## src/rtl/vis_pkg.sv

```systemverilog
package vis_pkg;
  typedef enum logic [1:0] {
    ST_IDLE = 2'd0,
    ST_SCL  = 2'd1,
    ST_VEC  = 2'd2
  } vis_state_e;

  localparam int unsigned N_OPS = 3;
endpackage

```

## src/rtl/vis_offset_ctr.sv

```systemverilog
module vis_offset_ctr #(
  parameter int unsigned OW = 3
) (
  input  logic          clk,
  input  logic          rst_n,
  input  logic          clr,
  input  logic          skip,
  input  logic          adv,
  input  logic [1:0]    smax,
  output logic [OW-1:0] elem,
  output logic [1:0]    sub,
  output logic          grp_end
);
  assign grp_end = (sub == smax);

  always_ff @(posedge clk) begin
    if (!rst_n || clr) begin
      elem <= '0;
      sub  <= '0;
    end else if (skip) begin
      elem <= elem + OW'(1);
      sub  <= '0;
    end else if (adv) begin
      if (grp_end) begin
        elem <= elem + OW'(1);
        sub  <= '0;
      end else begin
        sub <= sub + 2'd1;
      end
    end
  end
endmodule

```

## src/rtl/vis_regmap.sv

```systemverilog
module vis_regmap #(
  parameter int unsigned REG_W = 7,
  parameter int unsigned IW    = 5,
  parameter int unsigned NOPS  = 3
) (
  input  logic [NOPS-1:0][REG_W-1:0] base,
  input  logic [NOPS-1:0]            vec,
  input  logic [IW-1:0]              idx,
  output logic [NOPS-1:0][REG_W-1:0] regs
);
  localparam int unsigned SW = REG_W + IW;

  for (genvar g = 0; g < NOPS; g++) begin : g_op
    logic [SW-1:0] sum;
    assign sum     = SW'(base[g]) + (vec[g] ? SW'(idx) : '0);
    assign regs[g] = sum[REG_W-1:0];
  end
endmodule

```

## src/rtl/vis_elem_ctl.sv

```systemverilog
module vis_elem_ctl (
  input  logic run_vec,
  input  logic run_scl,
  input  logic pbit,
  input  logic zer,
  input  logic ff,
  input  logic iss_ready,
  input  logic res_exc,
  input  logic res_zero,
  input  logic grp_end,
  input  logic last_elem,
  output logic iss_valid,
  output logic iss_zero,
  output logic adv,
  output logic skip,
  output logic clr,
  output logic done,
  output logic trap,
  output logic vl_wr_en,
  output logic finish
);
  always_comb begin
    iss_valid = 1'b0;
    iss_zero  = 1'b0;
    adv       = 1'b0;
    skip      = 1'b0;
    clr       = 1'b0;
    done      = 1'b0;
    trap      = 1'b0;
    vl_wr_en  = 1'b0;
    finish    = 1'b0;
    if (run_scl) begin
      iss_valid = 1'b1;
      if (iss_ready) begin
        finish = 1'b1;
        trap   = res_exc;
        done   = !res_exc;
      end
    end else if (run_vec) begin
      if (!pbit && !zer) begin
        skip = 1'b1;
        if (last_elem) begin
          done   = 1'b1;
          clr    = 1'b1;
          finish = 1'b1;
        end
      end else if (!pbit && ff) begin
        done     = 1'b1;
        vl_wr_en = 1'b1;
        clr      = 1'b1;
        finish   = 1'b1;
      end else begin
        iss_valid = 1'b1;
        iss_zero  = !pbit;
        if (iss_ready) begin
          if (pbit && res_exc) begin
            trap   = 1'b1;
            finish = 1'b1;
          end else if (pbit && ff && res_zero) begin
            done     = 1'b1;
            vl_wr_en = 1'b1;
            clr      = 1'b1;
            finish   = 1'b1;
          end else begin
            adv = 1'b1;
            if (grp_end && last_elem) begin
              done   = 1'b1;
              clr    = 1'b1;
              finish = 1'b1;
            end
          end
        end
      end
    end
  end
endmodule

```

## src/rtl/vec_issue_seq.sv

```systemverilog
module vec_issue_seq #(
  parameter int unsigned REG_W = 7,
  parameter int unsigned MAXVL = 8,
  parameter int unsigned EW    = $clog2(MAXVL + 1),
  parameter int unsigned OW    = (MAXVL > 1) ? $clog2(MAXVL) : 1
) (
  input  logic             clk,
  input  logic             rst_n,
  input  logic             ins_valid,
  output logic             ins_ready,
  input  logic [REG_W-1:0] ins_rd,
  input  logic [REG_W-1:0] ins_rs1,
  input  logic [REG_W-1:0] ins_rs2,
  input  logic             ins_vd,
  input  logic             ins_vs1,
  input  logic             ins_vs2,
  input  logic [MAXVL-1:0] ins_pred,
  input  logic             ins_zeroing,
  input  logic             ins_ffirst,
  input  logic [EW-1:0]    vl_len,
  input  logic [1:0]       subvl,
  output logic             iss_valid,
  input  logic             iss_ready,
  output logic [REG_W-1:0] iss_rd,
  output logic [REG_W-1:0] iss_rs1,
  output logic [REG_W-1:0] iss_rs2,
  output logic             iss_zero,
  input  logic             res_exc,
  input  logic             res_zero,
  output logic [OW-1:0]    elem_offs,
  output logic [1:0]       sub_offs,
  output logic             done,
  output logic             trap,
  output logic             vl_wr_en,
  output logic [EW-1:0]    vl_wr_val
);
  import vis_pkg::*;

  localparam int unsigned IW = OW + 2;

  vis_state_e st;
  logic [N_OPS-1:0][REG_W-1:0] q_base;
  logic [N_OPS-1:0]            q_vec;
  logic [MAXVL-1:0]            q_pred;
  logic                        q_zer, q_ff;
  logic [EW-1:0]               q_vl;
  logic [1:0]                  q_smax;

  logic accept, in_scalar, finish;
  logic adv, skip, clr, grp_end, last_elem, pbit;
  logic [IW-1:0] idx;
  logic [N_OPS-1:0][REG_W-1:0] regs;
  logic [N_OPS-1:0] vec_eff;

  assign ins_ready = (st == ST_IDLE);
  assign accept    = ins_valid && ins_ready;
  assign in_scalar = !(ins_vd || ins_vs1 || ins_vs2) || (vl_len == '0);

  always_ff @(posedge clk) begin
    if (!rst_n) begin
      st     <= ST_IDLE;
      q_base <= '0;
      q_vec  <= '0;
      q_pred <= '0;
      q_zer  <= 1'b0;
      q_ff   <= 1'b0;
      q_vl   <= '0;
      q_smax <= '0;
    end else begin
      case (st)
        ST_IDLE: if (accept) begin
          st     <= in_scalar ? ST_SCL : ST_VEC;
          q_base <= {ins_rs2, ins_rs1, ins_rd};
          q_vec  <= {ins_vs2, ins_vs1, ins_vd};
          q_pred <= ins_pred;
          q_zer  <= ins_zeroing;
          q_ff   <= ins_ffirst;
          q_vl   <= vl_len;
          q_smax <= subvl;
        end
        default: if (finish) st <= ST_IDLE;
      endcase
    end
  end

  vis_offset_ctr #(.OW(OW)) u_offs (
    .clk     (clk),
    .rst_n   (rst_n),
    .clr     (clr),
    .skip    (skip),
    .adv     (adv),
    .smax    (q_smax),
    .elem    (elem_offs),
    .sub     (sub_offs),
    .grp_end (grp_end)
  );

  assign last_elem = (EW'(elem_offs) == (q_vl - EW'(1)));
  assign pbit      = q_pred[elem_offs];
  assign idx       = IW'(elem_offs) * (IW'(q_smax) + IW'(1)) + IW'(sub_offs);
  assign vec_eff   = (st == ST_VEC) ? q_vec : '0;

  vis_regmap #(.REG_W(REG_W), .IW(IW), .NOPS(N_OPS)) u_map (
    .base (q_base),
    .vec  (vec_eff),
    .idx  (idx),
    .regs (regs)
  );

  assign iss_rd    = regs[0];
  assign iss_rs1   = regs[1];
  assign iss_rs2   = regs[2];
  assign vl_wr_val = EW'(elem_offs);

  vis_elem_ctl u_ctl (
    .run_vec   (st == ST_VEC),
    .run_scl   (st == ST_SCL),
    .pbit      (pbit),
    .zer       (q_zer),
    .ff        (q_ff),
    .iss_ready (iss_ready),
    .res_exc   (res_exc),
    .res_zero  (res_zero),
    .grp_end   (grp_end),
    .last_elem (last_elem),
    .iss_valid (iss_valid),
    .iss_zero  (iss_zero),
    .adv       (adv),
    .skip      (skip),
    .clr       (clr),
    .done      (done),
    .trap      (trap),
    .vl_wr_en  (vl_wr_en),
    .finish    (finish)
  );
endmodule

```

## config.mk

```make
export PLATFORM = sky130hd
export DESIGN_NAME = vec_issue_seq
export DESIGN_NICKNAME = d
export VERILOG_FILES = /design/src/rtl/vis_pkg.sv /design/src/rtl/vis_offset_ctr.sv /design/src/rtl/vis_regmap.sv /design/src/rtl/vis_elem_ctl.sv /design/src/rtl/vec_issue_seq.sv
export SDC_FILE = /design/constraint.sdc
export NUM_CORES = 1
export LEC_CHECK = 0
export BUFFER_PORTS_ARGS = -buffer_cell sky130_fd_sc_hd__clkbuf_2
export CAP_MARGIN = 20
export CORE_AREA = 2 2 75 84
export DETAILED_ROUTE_END_ITERATION = 8
export DIE_AREA = 0 0 77 86
export GPL_TIMING_DRIVEN = 0
export HOLD_SLACK_MARGIN = 0.02
export MAX_ROUTING_LAYER = met4
export PLACE_DENSITY = 0.95
export SLEW_MARGIN = 5
export SYNTH_ARGS = -nofsm -noshare
export SYNTH_HDL_FRONTEND = slang
export SYNTH_SLANG_ARGS = --single-unit
```

## constraint.sdc

```tcl
create_clock -name clk -period 9.2 [get_ports clk]
set_input_delay 1.84 -clock clk [delete_from_list [all_inputs] [get_ports clk]]
set_output_delay 1.84 -clock clk [all_outputs]
set_load 0.02 [all_outputs]
```

# ---- Yosys cells after proc, flatten, opt, wreduce, memory -nomap -nowiden
# Index checks and enable logic that the tools add are counted.
# W data, S select, Z words.
dict set report op_classes {
  reduce_logical 25
  bitwise 0
  n_div 0
  multipliers 1
  add_sub_neg 8
  n_lt_le_gt_ge 1
  shifts 0
  n_eq_ne 5
  n_mux 64
}
# cell n
set ops {}
lappend ops {{$mux W1} 51}
lappend ops {{$add A7 B7 Y7} 3}
lappend ops {{$mux W5} 3}
lappend ops {{$mux W3} 4}
lappend ops {{$mux W2} 5}
lappend ops {{$logic_and A1 B1 Y1} 7}
lappend ops {{$reduce_and A2 Y1} 3}
lappend ops {{$reduce_bool A2 Y1} 3}
lappend ops {{$add A5 B2 Y5} 1}
lappend ops {{$logic_not A1 Y1} 5}
lappend ops {{$mul A3 B3 Y5} 1}
lappend ops {{$eq A3 B4 Y1} 1}
lappend ops {{$logic_not A4 Y1} 1}
lappend ops {{$logic_or A1 B1 Y1} 4}
lappend ops {{$lt A3 B4 Y1 const B} 1}
lappend ops {{$sub A4 B1 Y4 const B} 1}
lappend ops {{$add A2 B1 Y3 const B} 1}
lappend ops {{$add A3 B1 Y3 const B} 1}
lappend ops {{$bmux W1 S3} 1}
lappend ops {{$add A2 B1 Y2 const B} 1}
lappend ops {{$eq A2 B1 Y1 const B} 1}
lappend ops {{$eq A2 B2 Y1} 1}
lappend ops {{$eq A2 B2 Y1 const B} 1}
lappend ops {{$logic_not A2 Y1} 1}
lappend ops {{2 further kinds} 2}
dict set report totals {
  ram_bits 0
  inputBits 46
  wordCells 116
  mem_count 0
  regBits 47
  latchBits 0
  romBits 0
}

# ---- Longest topological paths before layout
# Gate-level depths: netlist (run 1).
dict set report depth {
  word_depth 13
  ltp_mapped 15
}

# ---- Hierarchy
# A second synthesis (run 1) with hierarchy kept.
dict set report unflattened {
  cells_unflattened 403
  hier_area_um2 3289.4
}
# mod cells_per_inst instances area_each_um2
set modules_own_cells {}
lappend modules_own_cells {vec_issue_seq 244 1 2063.2}
lappend modules_own_cells {vis_regmap 100 1 769.5}
lappend modules_own_cells {vis_offset_ctr 28 1 262.8}
lappend modules_own_cells {vis_elem_ctl 31 1 193.9}

# ---- Worst setup path before layout (run 1)
# OpenSTA, ideal clock, no wires.
dict set report synth_timing {
  kind {register to output}
  from {register u_offs.elem[2]}
  to {output iss_rs2[6]}
  required_time_ps 7360
  slack_ps 3837
  path_stages_with_launch 16
  arrival_ps 3523
  cell_sequence {dfxtp_1 -> clkbuf_1 -> nand2b_1 -> fa_1 -> inv_1 -> ha_1 -> inv_1 -> fa_1 -> xor2_1 -> nor2_1 -> ha_1 -> inv_1 -> o21ai_0 -> a21o_1 -> nand2_1 -> xnor2_1}
}
dict set report synth_via {
  elab_chain_cells 4
}
# element line
set synth_lines {}
lappend synth_lines {{from (decl)} vis_offset_ctr.sv:10} ;# output logic [OW-1:0] elem,
lappend synth_lines {{from (signal assigned)} vis_offset_ctr.sv:21} ;# elem <= elem + OW'(1);
lappend synth_lines {{from (signal assigned)} vis_offset_ctr.sv:25} ;# elem <= elem + OW'(1);
lappend synth_lines {{$mul A3 B3 Y5} vec_issue_seq.sv:100} ;# assign idx = IW'(elem_offs) * (IW'(q_smax) + IW'(1)) + IW'(sub_offs);
lappend synth_lines {{$add A5 B2 Y5} vec_issue_seq.sv:100}
lappend synth_lines {{$mux W5} vis_regmap.sv:15} ;# assign sum = SW'(base[g]) + (vec[g] ? SW'(idx) : '0);
lappend synth_lines {{$add A7 B7 Y7} vis_regmap.sv:15}
lappend synth_lines {{to (decl)} vec_issue_seq.sv:26} ;# output logic [REG_W-1:0] iss_rs2,
# No other way between the ends.

# ---- Final worst setup path (run 1)
# Same ends and word-level chain as after synthesis.

==> metrics.txt, run 1 <==
most common cell after layout, fill and taps aside nand2_1; # Post-CTS Setup Buffers 0; Synth cell types 47; Layout area overhead 18.9%; ranking of synthesized cells by area dfxtp_1 29%, nand2_1 11%, ha_1 10%; M3 GR Usage 5.58%; gpl congestion 0.844; RSZ-0062 raised after global routing no; Startpoint Class flop; Final period util 66.7%; Hold Vio Cnt, Final 0; commonest cells after routing, fill and taps aside 96 x nand2_1, 80 x clkbuf_2, 47 x dfxtp_1; post-route ant nets 0; setup TNS 0 ns; Synth top area share 29.1%; Avg Inst Size Synth 7.91 µm²; share of cells above drive strength 1 20.5%; fmax 163 MHz; ys flop type dfxtp_1; HPWL after DPL 6480 µm; synthesized area 3240 µm²; CTS clk-pin slew, worst paths 0.10 ns; CP arrival 4.29 ns; via count 3154; CTS Buf Count 5; crit end category output pin; WL final 8470 µm; largest net degree at the start of global routing 17; GR Overflow Total 0; Worst Setup EP iss_rs2[6]; min Tclk post-route 6.13 ns; max cap viols 0; Max FO, Critical Path 10; Max-slew headroom 65.3%; Hold Path Origin q_pred[0]; Worst setup startpoint u_offs.elem[2]; GRT met2 Usage 44.8%; Tot GR Track Use 26.5%; GRT busiest layer met2; Post-layout nets 574; number of global-route vias before repair 3069; sequential area share after synthesis 29.1%; Final Max Slew Viols 0; reg2reg end u_offs.elem[0]; Max clock buf depth 2; Synthesized Nets 487; CTS hold repair buffers 0; DR vias/cell 5.49; Fill cells 450; first-pass GRT wire length 13800 µm; wire per inst 14.8 µm; hold crit path type reg2reg; Worst IR Drop VDD 0.0925 mV; Required @ worst endpoint 7.36 ns; Layout Skew 0.00669 ns; PostCTS Resize Cnt 0; die area 6620 µm²; slew of the pin with the lowest slew margin 0.520 ns; Post-Syn Instances 409; Ys Warns 0; R2R cell count 8; clock sinks 47; I/O pin total 82; post-route cell area 3850 µm²; Post-synth ARST share 0%; Initial Utilization 56.4%; Seq cells post-synth 47; site row count 29; die height 86 µm; initial antenna violation count 0; 1st-pass router iterations 6; worst reg2reg startpoint q_vl[0]; R2R setup slack 6.77 ns; CTS root buffer clkbuf_8; Skew-Pair Late Insertion Delay 0.31 ns; placed instance area 3730 µm²; DIE WIDTH 77 µm; Antenna diodes 0; total power 0.617 mW; H-tree levels 2; DRC errors left 0; CTS tree yes; status complete, no violations; area leader, netlist dfxtp_1; IO Port Bufs 80; Core Region 5730 µm²; First DRT Iteration DRCs 265; WS Path Type reg2out; Finish-stage setup viols 0; power per cell area 160 nW/µm²; EDFF count, synth 0; met1 usage 29.4%; Pleak 1.88 nW
## state kept, by name, summed over array words and instances, names as in the netlist
register,cells
q_ff,1
u_offs.elem,3
q_zer,1
q_smax,2
q_pred,8
q_base,21
q_vl,4
u_offs.sub,2
q_vec,3
st,2
## power breakdown
part           total (mW)  switching (mW)  internal [mW]
clock network       0.162          0.0796         0.0825
registers           0.244          0.0190          0.225
logic               0.211           0.130         0.0806
## critical path, cell delays in order (launching register included)
cell,delay [ns]
dfxtp_1,0.43
clkbuf_1,0.36
nand2b_1,0.13
fa_1,0.52
inv_1,0.07
ha_1,0.30
inv_1,0.06
fa_1,0.43
xor2_1,0.28
nor2_1,0.10
ha_1,0.32
inv_1,0.06
o21ai_0,0.30
a21o_1,0.18
nand2_1,0.08
xnor2_1,0.17
clkbuf_2,0.19
## through the flow
stage | instances | utilization (%) | hold WS, ns | setup slack [ns]
6_report | 574 | 67.1 | 0.469 | 3.07
5_1_grt | 574 | 67.1 | 0.490 | 2.79
4_1_cts | 574 | 67.1 | 0.470 | 3.11
3_5_place_dp | 566 | 65.1 | 0.456 | 3.49
3_3_place_gp | 566 | 65.1 | 0.447 | 3.68
2_1_floorplan | 409 | - | 0.439 | 3.84
## area by class of cell
class                      count  area [µm²]  area share [%]
clock inverter                 3        47.5            1.24
timing repair buffer          80         400            10.4
clock buffer                   5        68.8            1.79
multi-input combinational    311        2080            54.0
inverter                      29         109            2.83
sequential                    47         941            24.4
tap                           77        96.3            2.50
buffer                        22         109            2.83
## worst min path at each step
stage	cells past startpoint	end	slack, ns
2_1_floorplan	2	q_pred[6]	0.44
3_3_place_gp	2	q_base[4]	0.45
3_5_place_dp	2	q_base[0]	0.46
4_1_cts	2	q_base[0]	0.47
5_1_grt	2	q_pred[0]	0.49
6_report	2	q_pred[0]	0.47
## metal layers
metal | share of wire (%) | wire length, µm
met5 | 0 | 0
met4 | 3.8 | 318
met3 | 6.1 | 520
met2 | 50 | 4220
met1 | 40 | 3420
## Yosys cell counts (2+ instances only)
cell type  count
dfxtp_1       47
o21bai_1       6
nor3b_1        2
a21boi_0      27
nor3_1         3
nand2b_1       3
o21ai_0        8
a21boi_1      13
or4_1          2
mux2i_1        7
buf_4          5
a21oi_1       15
nor4_1         4
fa_1           5
and3_1         6
nor2_1        19
clkbuf_1      16
inv_1         29
nor2b_1        5
ha_1          27
xnor2_1       18
nand3_1        4
and2_1         5
xor2_1         7
nand2_1       96
a21o_1         7
a211o_1        3
## kinds of logic (layout without fill, tap and decap cells)
family | Yosys count | after routing | share of synthesized area [%]
flops | 47 | 47 | 29.1
compound gates | 86 | 86 | 18.8
fa+ha+maj | 32 | 32 | 13.5
mux | 8 | 8 | 2.51
buf+inv | 51 | 139 | 6.73
other cells | 1 | 1 | 0.116
xor+xnor | 25 | 25 | 6.77
simple gates | 159 | 159 | 22.5
Power figures use the tool's default switching activity.
==> run 2, diff against run 1 <==
--- a/config.mk
+++ b/config.mk
@@ -5,15 +5,16 @@
 export SDC_FILE = /design/constraint.sdc
 export NUM_CORES = 1
 export LEC_CHECK = 0
+export ABC_AREA = 1
 export BUFFER_PORTS_ARGS = -buffer_cell sky130_fd_sc_hd__clkbuf_2
 export CAP_MARGIN = 20
-export CORE_AREA = 2 2 75 84
+export CORE_AREA = 2 2 77 86
 export DETAILED_ROUTE_END_ITERATION = 8
-export DIE_AREA = 0 0 77 86
+export DIE_AREA = 0 0 79 88
 export GPL_TIMING_DRIVEN = 0
 export HOLD_SLACK_MARGIN = 0.02
 export MAX_ROUTING_LAYER = met4
-export PLACE_DENSITY = 0.95
+export PLACE_DENSITY = 0.91
 export SLEW_MARGIN = 5
 export SYNTH_ARGS = -nofsm -noshare
 export SYNTH_HDL_FRONTEND = slang
==> constraint.sdc (replaced) <==
create_clock -name clk -period 6.1 [get_ports clk]
set_input_delay 1.22 -clock clk [delete_from_list [all_inputs] [get_ports clk]]
set_output_delay 1.22 -clock clk [all_outputs]
set_load 0.02 [all_outputs]
==> run 2 against run 1 <==
- die area up 5.0%
- critical endpoint is now iss_rd[5]
- core utilization decreased by 5.0 points
- critical path type unchanged
- clock skew grew 0.0024 ns
==> metrics.txt, run 2 <==
status complete, no violations; DR top layer met4; Hold Path Origin q_pred[1]; CP peak stage delay 0.62 ns (+0.10 ns); post-route cell area 3780 µm² (-1.8%); Max FO, Critical Path 7 (-3); ys flop type dfxtp_1; area leader, netlist dfxtp_1; Hold Vio Cnt, Final 0 (unchanged); 1st-pass router iterations 5 (-1); worst reg2reg startpoint q_vl[0]; count leader, synth nor2_1; CTS tree yes; CTS Buf Count 5 (unchanged); Skew-Pair Late Insertion Delay 0.31 ns (about the same); pre-CTS setup slack 0.960 ns (-2.53 ns); Metal-1 WL 3180 µm (-6.9%); Startpoint Class flop; CP arrival 4.28 ns (about the same); Ys Warns 0 (unchanged); WL final 7890 µm (-6.9%); Pleak 1.88 nW (about the same); First DRT Iteration DRCs 206 (-22%); Core Region 6080 µm² (+6.1%); number of global-route vias before repair 2959 (-3.6%); first-pass GRT wire length 12800 µm (-7.0%); met2 wire length 4110 µm (-2.6%); Layout area overhead 19.1%; Post-synth ARST share 0% (unchanged); Synthesized Nets 519 (+6.6%); wire per inst 13.0 µm (-12%); total power 0.814 mW (+32%); power per cell area 215 nW/µm² (+34%); CTS clk-pin slew, worst paths 0.08 ns (-0.02 ns); most common cell after layout, fill and taps aside clkbuf_2; ranking of synthesized cells by area dfxtp_1 30%, ha_1 11%, nor2_1 8.9%; site row count 30 (+3.4%); GR Overflow Total 0 (unchanged); Seq cells post-synth 47 (unchanged); initial antenna violation count 0 (unchanged); cell mode on critical path nor2_1; DR vias/cell 5.20 (-5.4%); Initial Utilization 52.2% (-4.2 points); Avg Inst Size Synth 7.20 µm² (-9.0%); die area 6950 µm² (+5.0%); post-route ant nets 0 (unchanged); die height 88 µm (+2.3%); critical path's slowest cell fa_1; PostCTS Resize Cnt 0 (unchanged); Worst IR Drop VDD 0.139 mV (+50%); clock sinks 47 (unchanged); setup ws final 0.599 ns (-2.47 ns); setup TNS 0 ns (unchanged); fmax 182 MHz; Required @ worst endpoint 4.88 ns (-2.48 ns); number of flip-flops in the largest register 21 (unchanged); Final period util 90.2%; Post-Syn Instances 441 (+7.8%); # Post-CTS Setup Buffers 0 (unchanged); Max-slew headroom 65.1% (-0.26 points); min Tclk post-route 5.50 ns; sequential area share after synthesis 29.6% (+0.56 points); Antenna diodes 0 (unchanged); Post-synth top cells 75 x nor2_1, 65 x nand2_1, 49 x o21ai_0, 48 x inv_1, 47 x dfxtp_1; crit end category output pin; CTS hold repair buffers 0 (unchanged); hold crit path type reg2reg; RSZ-0062 raised after global routing no; gpl congestion 0.909 (+7.7%); commonest cells after routing, fill and taps aside 80 x clkbuf_2, 75 x nor2_1, 65 x nand2_1; max cap viols 0 (unchanged); DRC errors left 0 (unchanged); placed instance area 3670 µm² (-1.5%); Worst setup startpoint u_offs.elem[2]; Layout Skew 0.00913 ns (+0.00244 ns); CTS root buffer clkbuf_8; Post-layout nets 606 (+5.6%); Finish-stage setup viols 0 (unchanged); WP buf/inv 5 (unchanged); biggest regs q_base x21, q_pred x8, q_vl x4; DIE WIDTH 79 µm (+2.6%); IO Port Bufs 80 (unchanged); largest reg by FF count q_base; Synth cell types 37 (-21%); met3 wire length 412 µm (-21%); I/O pin total 82 (unchanged); HPWL after DPL 6270 µm (-3.2%); CP Cell Sequence buf_2 > inv_2 > or2_2 > fa_1 > inv_1 > ha_1 > inv_1 > fa_1 > nor2_1 > ha_1 > nand2_1 > nor2_1 > a211oi_1 > nor2_1 > o21ai_0 > nand2_1 > xor2_1 > clkbuf_2; H-tree levels 2 (unchanged); largest net degree at the start of global routing 15 (-2); CP delay by family, top adder cells; via count 3161 (+0.22%); share of cells above drive strength 1 22.7% (+2.2 points); Max clock buf depth 2 (unchanged); Tot GR Track Use 24.0% (-2.5 points); Final Max Slew Viols 0 (unchanged); synthesized area 3170 µm² (-1.9%); EDFF count, synth 0 (unchanged); Synth top area share 29.6% (+0.56 points); WS Path Type reg2out; slew of the pin with the lowest slew margin 0.524 ns (+0.00384 ns)
## run 2: through the flow
stage | utilization, % | instances | hold slack (ns)
2_1_floorplan | - | 441 | 0.429
3_3_place_gp | 60.4 | 601 | 0.441
3_5_place_dp | 60.4 | 601 | 0.447
4_1_cts | 62.2 | 608 | 0.459
5_1_grt | 62.2 | 608 | 0.481
6_report | 62.2 | 608 | 0.459
## run 2: logic make-up (layout without fill, tap and decap cells)
group / Yosys count / in the layout / share of synthesized area [%]
adder cells (fa/ha/maj): 32 / 32 / 13.8
flip-flops: 47 / 47 / 29.6
other: 1 / 1 / 0.118
buffers and inverters: 72 / 159 / 9.70
AND/OR/NAND/NOR: 181 / 181 / 26.1
XOR/XNOR: 24 / 24 / 6.62
AO/OA/AOI/OAI: 84 / 84 / 14.0
## run 2: path summary, 6_finish.rpt
check,slack (ns),to,cells after the start
worst max register to register,4.32,u_offs.elem[2],11
worst min register to register,0.46,q_pred[1],2
worst max-delay path,0.60,iss_rd[5],18
worst min-delay path,0.46,q_pred[1],2
## run 2: layout make-up
cell class | count | area (µm²)
buffer | 19 | 104
inverter | 53 | 204
clock buffer | 5 | 68.8
multi-input combinational | 322 | 1930
fill | 544 | 2300
sequential | 47 | 941
clock inverter | 2 | 37.5
timing repair buffer | 80 | 400
tap | 80 | 100
## run 2: worst register-to-register path: cells and delay by family (launching register included)
| family | cells | cell delay, ns |
|---|---|---|
| and+or+nand+nor | 7 | 0.69 |
| DFF | 1 | 0.36 |
| adders and majority gates | 1 | 0.33 |
| xor gates and xnor gates | 1 | 0.13 |
| buffers and inverters | 1 | 0.10 |
| AOI/OAI and AO/OA | 1 | 0.05 |
## run 2: metal layers
metal	vias up	GRT usage, %
met4	0	8.78
li1	1588	-
met2	114	43.5
met1	1440	26.7
met5	-	-
met3	19	3.40
## run 2: where the power goes
group	total, mW	leakage (nW)	switching [mW]	internal (mW)
Sequential	0.354	0.389	0.0187	0.335
Clock	0.229	0.0502	0.109	0.120
Combinational	0.231	1.44	0.147	0.0837
==> run 3, diff against run 2 <==
--- a/config.mk
+++ b/config.mk
@@ -8,13 +8,13 @@
 export ABC_AREA = 1
 export BUFFER_PORTS_ARGS = -buffer_cell sky130_fd_sc_hd__clkbuf_2
 export CAP_MARGIN = 20
-export CORE_AREA = 2 2 77 86
+export CORE_AREA = 2 2 81 91
 export DETAILED_ROUTE_END_ITERATION = 8
-export DIE_AREA = 0 0 79 88
+export DIE_AREA = 0 0 83 93
 export GPL_TIMING_DRIVEN = 0
 export HOLD_SLACK_MARGIN = 0.02
 export MAX_ROUTING_LAYER = met4
-export PLACE_DENSITY = 0.91
+export PLACE_DENSITY = 0.87
 export SLEW_MARGIN = 5
 export SYNTH_ARGS = -nofsm -noshare
 export SYNTH_HDL_FRONTEND = slang
==> constraint.sdc (replaced) <==
create_clock -name clk -period 4.65 [get_ports clk]
set_input_delay 0.93 -clock clk [delete_from_list [all_inputs] [get_ports clk]]
set_output_delay 0.93 -clock clk [all_outputs]
set_load 0.02 [all_outputs]
==> run 3 against run 2 <==
- the flow now finishes with violations (negative setup slack)
- non-clock buffer count increased by 18
- clock-buffer cell count increased by 1
- combinational power increased by 45%
- cell area increased by 9.3%
- die area increased by 11%
- first-iteration DRC count increased by 2.9%
- flip-flop and latch count unchanged
- register-to-register slack got worse by 1.6 ns
- core utilization decreased by 1.8 points
- final cell count increased by 3.9%
- critical path depth decreased by 2
- global-route usage decreased by 1.7 points
- critical endpoint is now iss_rs1[5]
- largest cell class unchanged
==> metrics.txt, run 3 (synthesis gave the netlist of run 2 again) <==
status finished, violations left; violated checks negative setup slack; H-tree levels 2 (unchanged); Startpoint Class flop; DRC errors left 0 (unchanged); Initial Utilization 46.4% (-5.8 points); WS Path Type reg2out; most common cell after layout, fill and taps aside clkbuf_2; DIE WIDTH 83 µm (+5.1%); multi-input logic area 2090 µm² (+8.5%); DR vias/cell 5.20 (about the same); number of global-route vias before repair 3136 (+6.0%); First DRT Iteration DRCs 212 (+2.9%); clock sinks 47 (unchanged); Final Max Slew Viols 0 (unchanged); HPWL after DPL 6370 µm (+1.6%); CTS Buf Count 5 (unchanged); total power 1.05 mW (+29%); Max-slew headroom 66.2% (+1.2 points); setup ws final -0.0341 ns (-0.633 ns); Core Region 6850 µm² (+13%); setup TNS -0.0650 ns (-0.0650 ns); Required @ worst endpoint 3.72 ns (-1.16 ns); wire per inst 14.1 µm (+8.5%); Worst IR Drop VDD 0.139 mV (+0.26%); number of flip-flops in the largest register 21 (unchanged); placed instance area 3700 µm² (+0.78%); hold crit path type reg2reg; gpl congestion 0.901 (-0.95%); die area 7720 µm² (+11%); CP peak stage delay 0.56 ns (-0.06 ns); CTS root buffer clkbuf_8; WL final 8890 µm (+13%); sw frac 35.7% (+1.9 points); CTS tree yes; I/O pin total 82 (unchanged); largest reg by FF count q_base; pre-CTS setup slack -0.224 ns (-1.18 ns); Finish-stage setup viols 2 (+2); Register Area 952 µm² (+1.2%); biggest regs q_base x21, q_pred x8, q_vl x4; Clock Power Share 23.7% (-4.5 points); critical path's slowest cell fa_2; combinational fraction of design power 31.9% (+3.5 points); fmax 213 MHz; slew of the pin with the lowest slew margin 0.507 ns (-0.0174 ns); IO Port Bufs 80 (unchanged); power per cell area 255 nW/µm² (+18%); Skew-Pair Late Insertion Delay 0.30 ns (about the same); min Tclk post-route 4.68 ns; die height 93 µm (+5.7%); GR Overflow Total 0 (unchanged); Fill cells 567 (+4.2%); Max clock buf depth 2 (unchanged); Post-layout nets 624 (+3.0%); 1st-pass router iterations 5 (unchanged); Switch Pwr 0.376 mW (+36%); post-route ant nets 0 (unchanged); CP Cell Sequence ha_4 > nand2_4 > fa_1 > inv_2 > ha_4 > inv_2 > fa_2 > nor2_1 > ha_1 > buf_6 > a211oi_4 > nor2_1 > o21ai_1 > nand2_1 > xor2_2 > clkbuf_8; RSZ-0062 raised after global routing yes; site row count 32 (+6.7%); via count 3285 (+3.9%); Max FO, Critical Path 3 (-4); CTS hold repair buffers 0 (unchanged); largest net degree at the start of global routing 15 (unchanged); Tot GR Track Use 22.3% (-1.7 points); commonest cells after routing, fill and taps aside 73 x clkbuf_2, 72 x nor2_1, 64 x nand2_1; utilization after layout 60.3% (-1.8 points); Pleak 2.01 nW (+6.6%); Antenna diodes 0 (unchanged); initial antenna violation count 0 (unchanged); Hold Vio Cnt, Final 0 (unchanged); Final period util 101%; CTS clk-pin slew, worst paths 0.09 ns (about the same); Seq pwr share 44.4% (+1.0 points); first-pass GRT wire length 13800 µm (+7.8%); Layout Skew 0.0108 ns (+0.00170 ns); crit end category output pin; max cap viols 0 (unchanged); CP arrival 3.75 ns (-0.53 ns); share of cells above drive strength 1 31.1% (+8.4 points); Layout area overhead 30.2%; internal cell power 0.676 mW (+26%); post-route cell area 4130 µm² (+9.3%)
[run 3: stage by stage]
step                hold slack (ns)  instances
floorplan                     0.429        441
global placement              0.443        606
detailed placement            0.447        606
CTS                           0.461        624
global route                  0.484        632
finish                        0.458        632
[run 3: path summary, 6_finish.rpt]
check | startpoint | slack [ns] | depth (start not counted) | endpoint
setup / recovery | q_smax[1] | -0.03 | 16 | iss_rs1[5]
setup reg to reg | u_offs.elem[1] | 2.75 | 12 | u_offs.elem[2]
hold / removal | q_pred[3] | 0.46 | 2 | q_pred[3]
hold reg to reg | q_pred[3] | 0.46 | 2 | q_pred[3]
[run 3: metal layers]
layer / share of wire (%) / GRT usage (%) / vias to the layer above
li1: - / - / 1606
met1: 41 / 25.1 / 1507
met2: 51 / 41.1 / 144
met3: 5.6 / 3.27 / 28
met4: 2.8 / 6.56 / 0
met5: 0 / - / -
[run 3: repair_timing]
action	CTS	global route
endpoints found under the setup margin	12	9
endpoints found under the hold margin	0	0
pin swaps	20	25
resized for setup	30	30
buffers inserted	11	8
[run 3: power by group through the flow]
stage,Combinational (mW),Sequential [mW],Clock (mW)
finish,0.336,0.467,0.249
floorplan,0.213,0.469,0
CTS,0.316,0.465,0.247
global route,0.371,0.471,0.259
detailed placement,0.301,0.474,0
global placement,0.291,0.471,0
[run 3: worst max-delay path: cells and delay by family (launching register included)]
kind / cells / cell delay [ns]
compound gates: 2 / 0.35
simple gates: 4 / 0.26
xor+xnor: 1 / 0.15
fa+ha+maj: 5 / 1.93
flops: 1 / 0.37
buf+inv: 4 / 0.38
[run 3: final cells by class]
cell class | instances | share of cell area (%)
clock inverter | 2 | 0.303
inverter | 53 | 5.15
tap | 85 | 2.57
clock buffer | 6 | 1.76
multi-input combinational | 322 | 50.6
buffer | 19 | 2.67
timing repair buffer | 98 | 13.9
sequential | 47 | 23.0
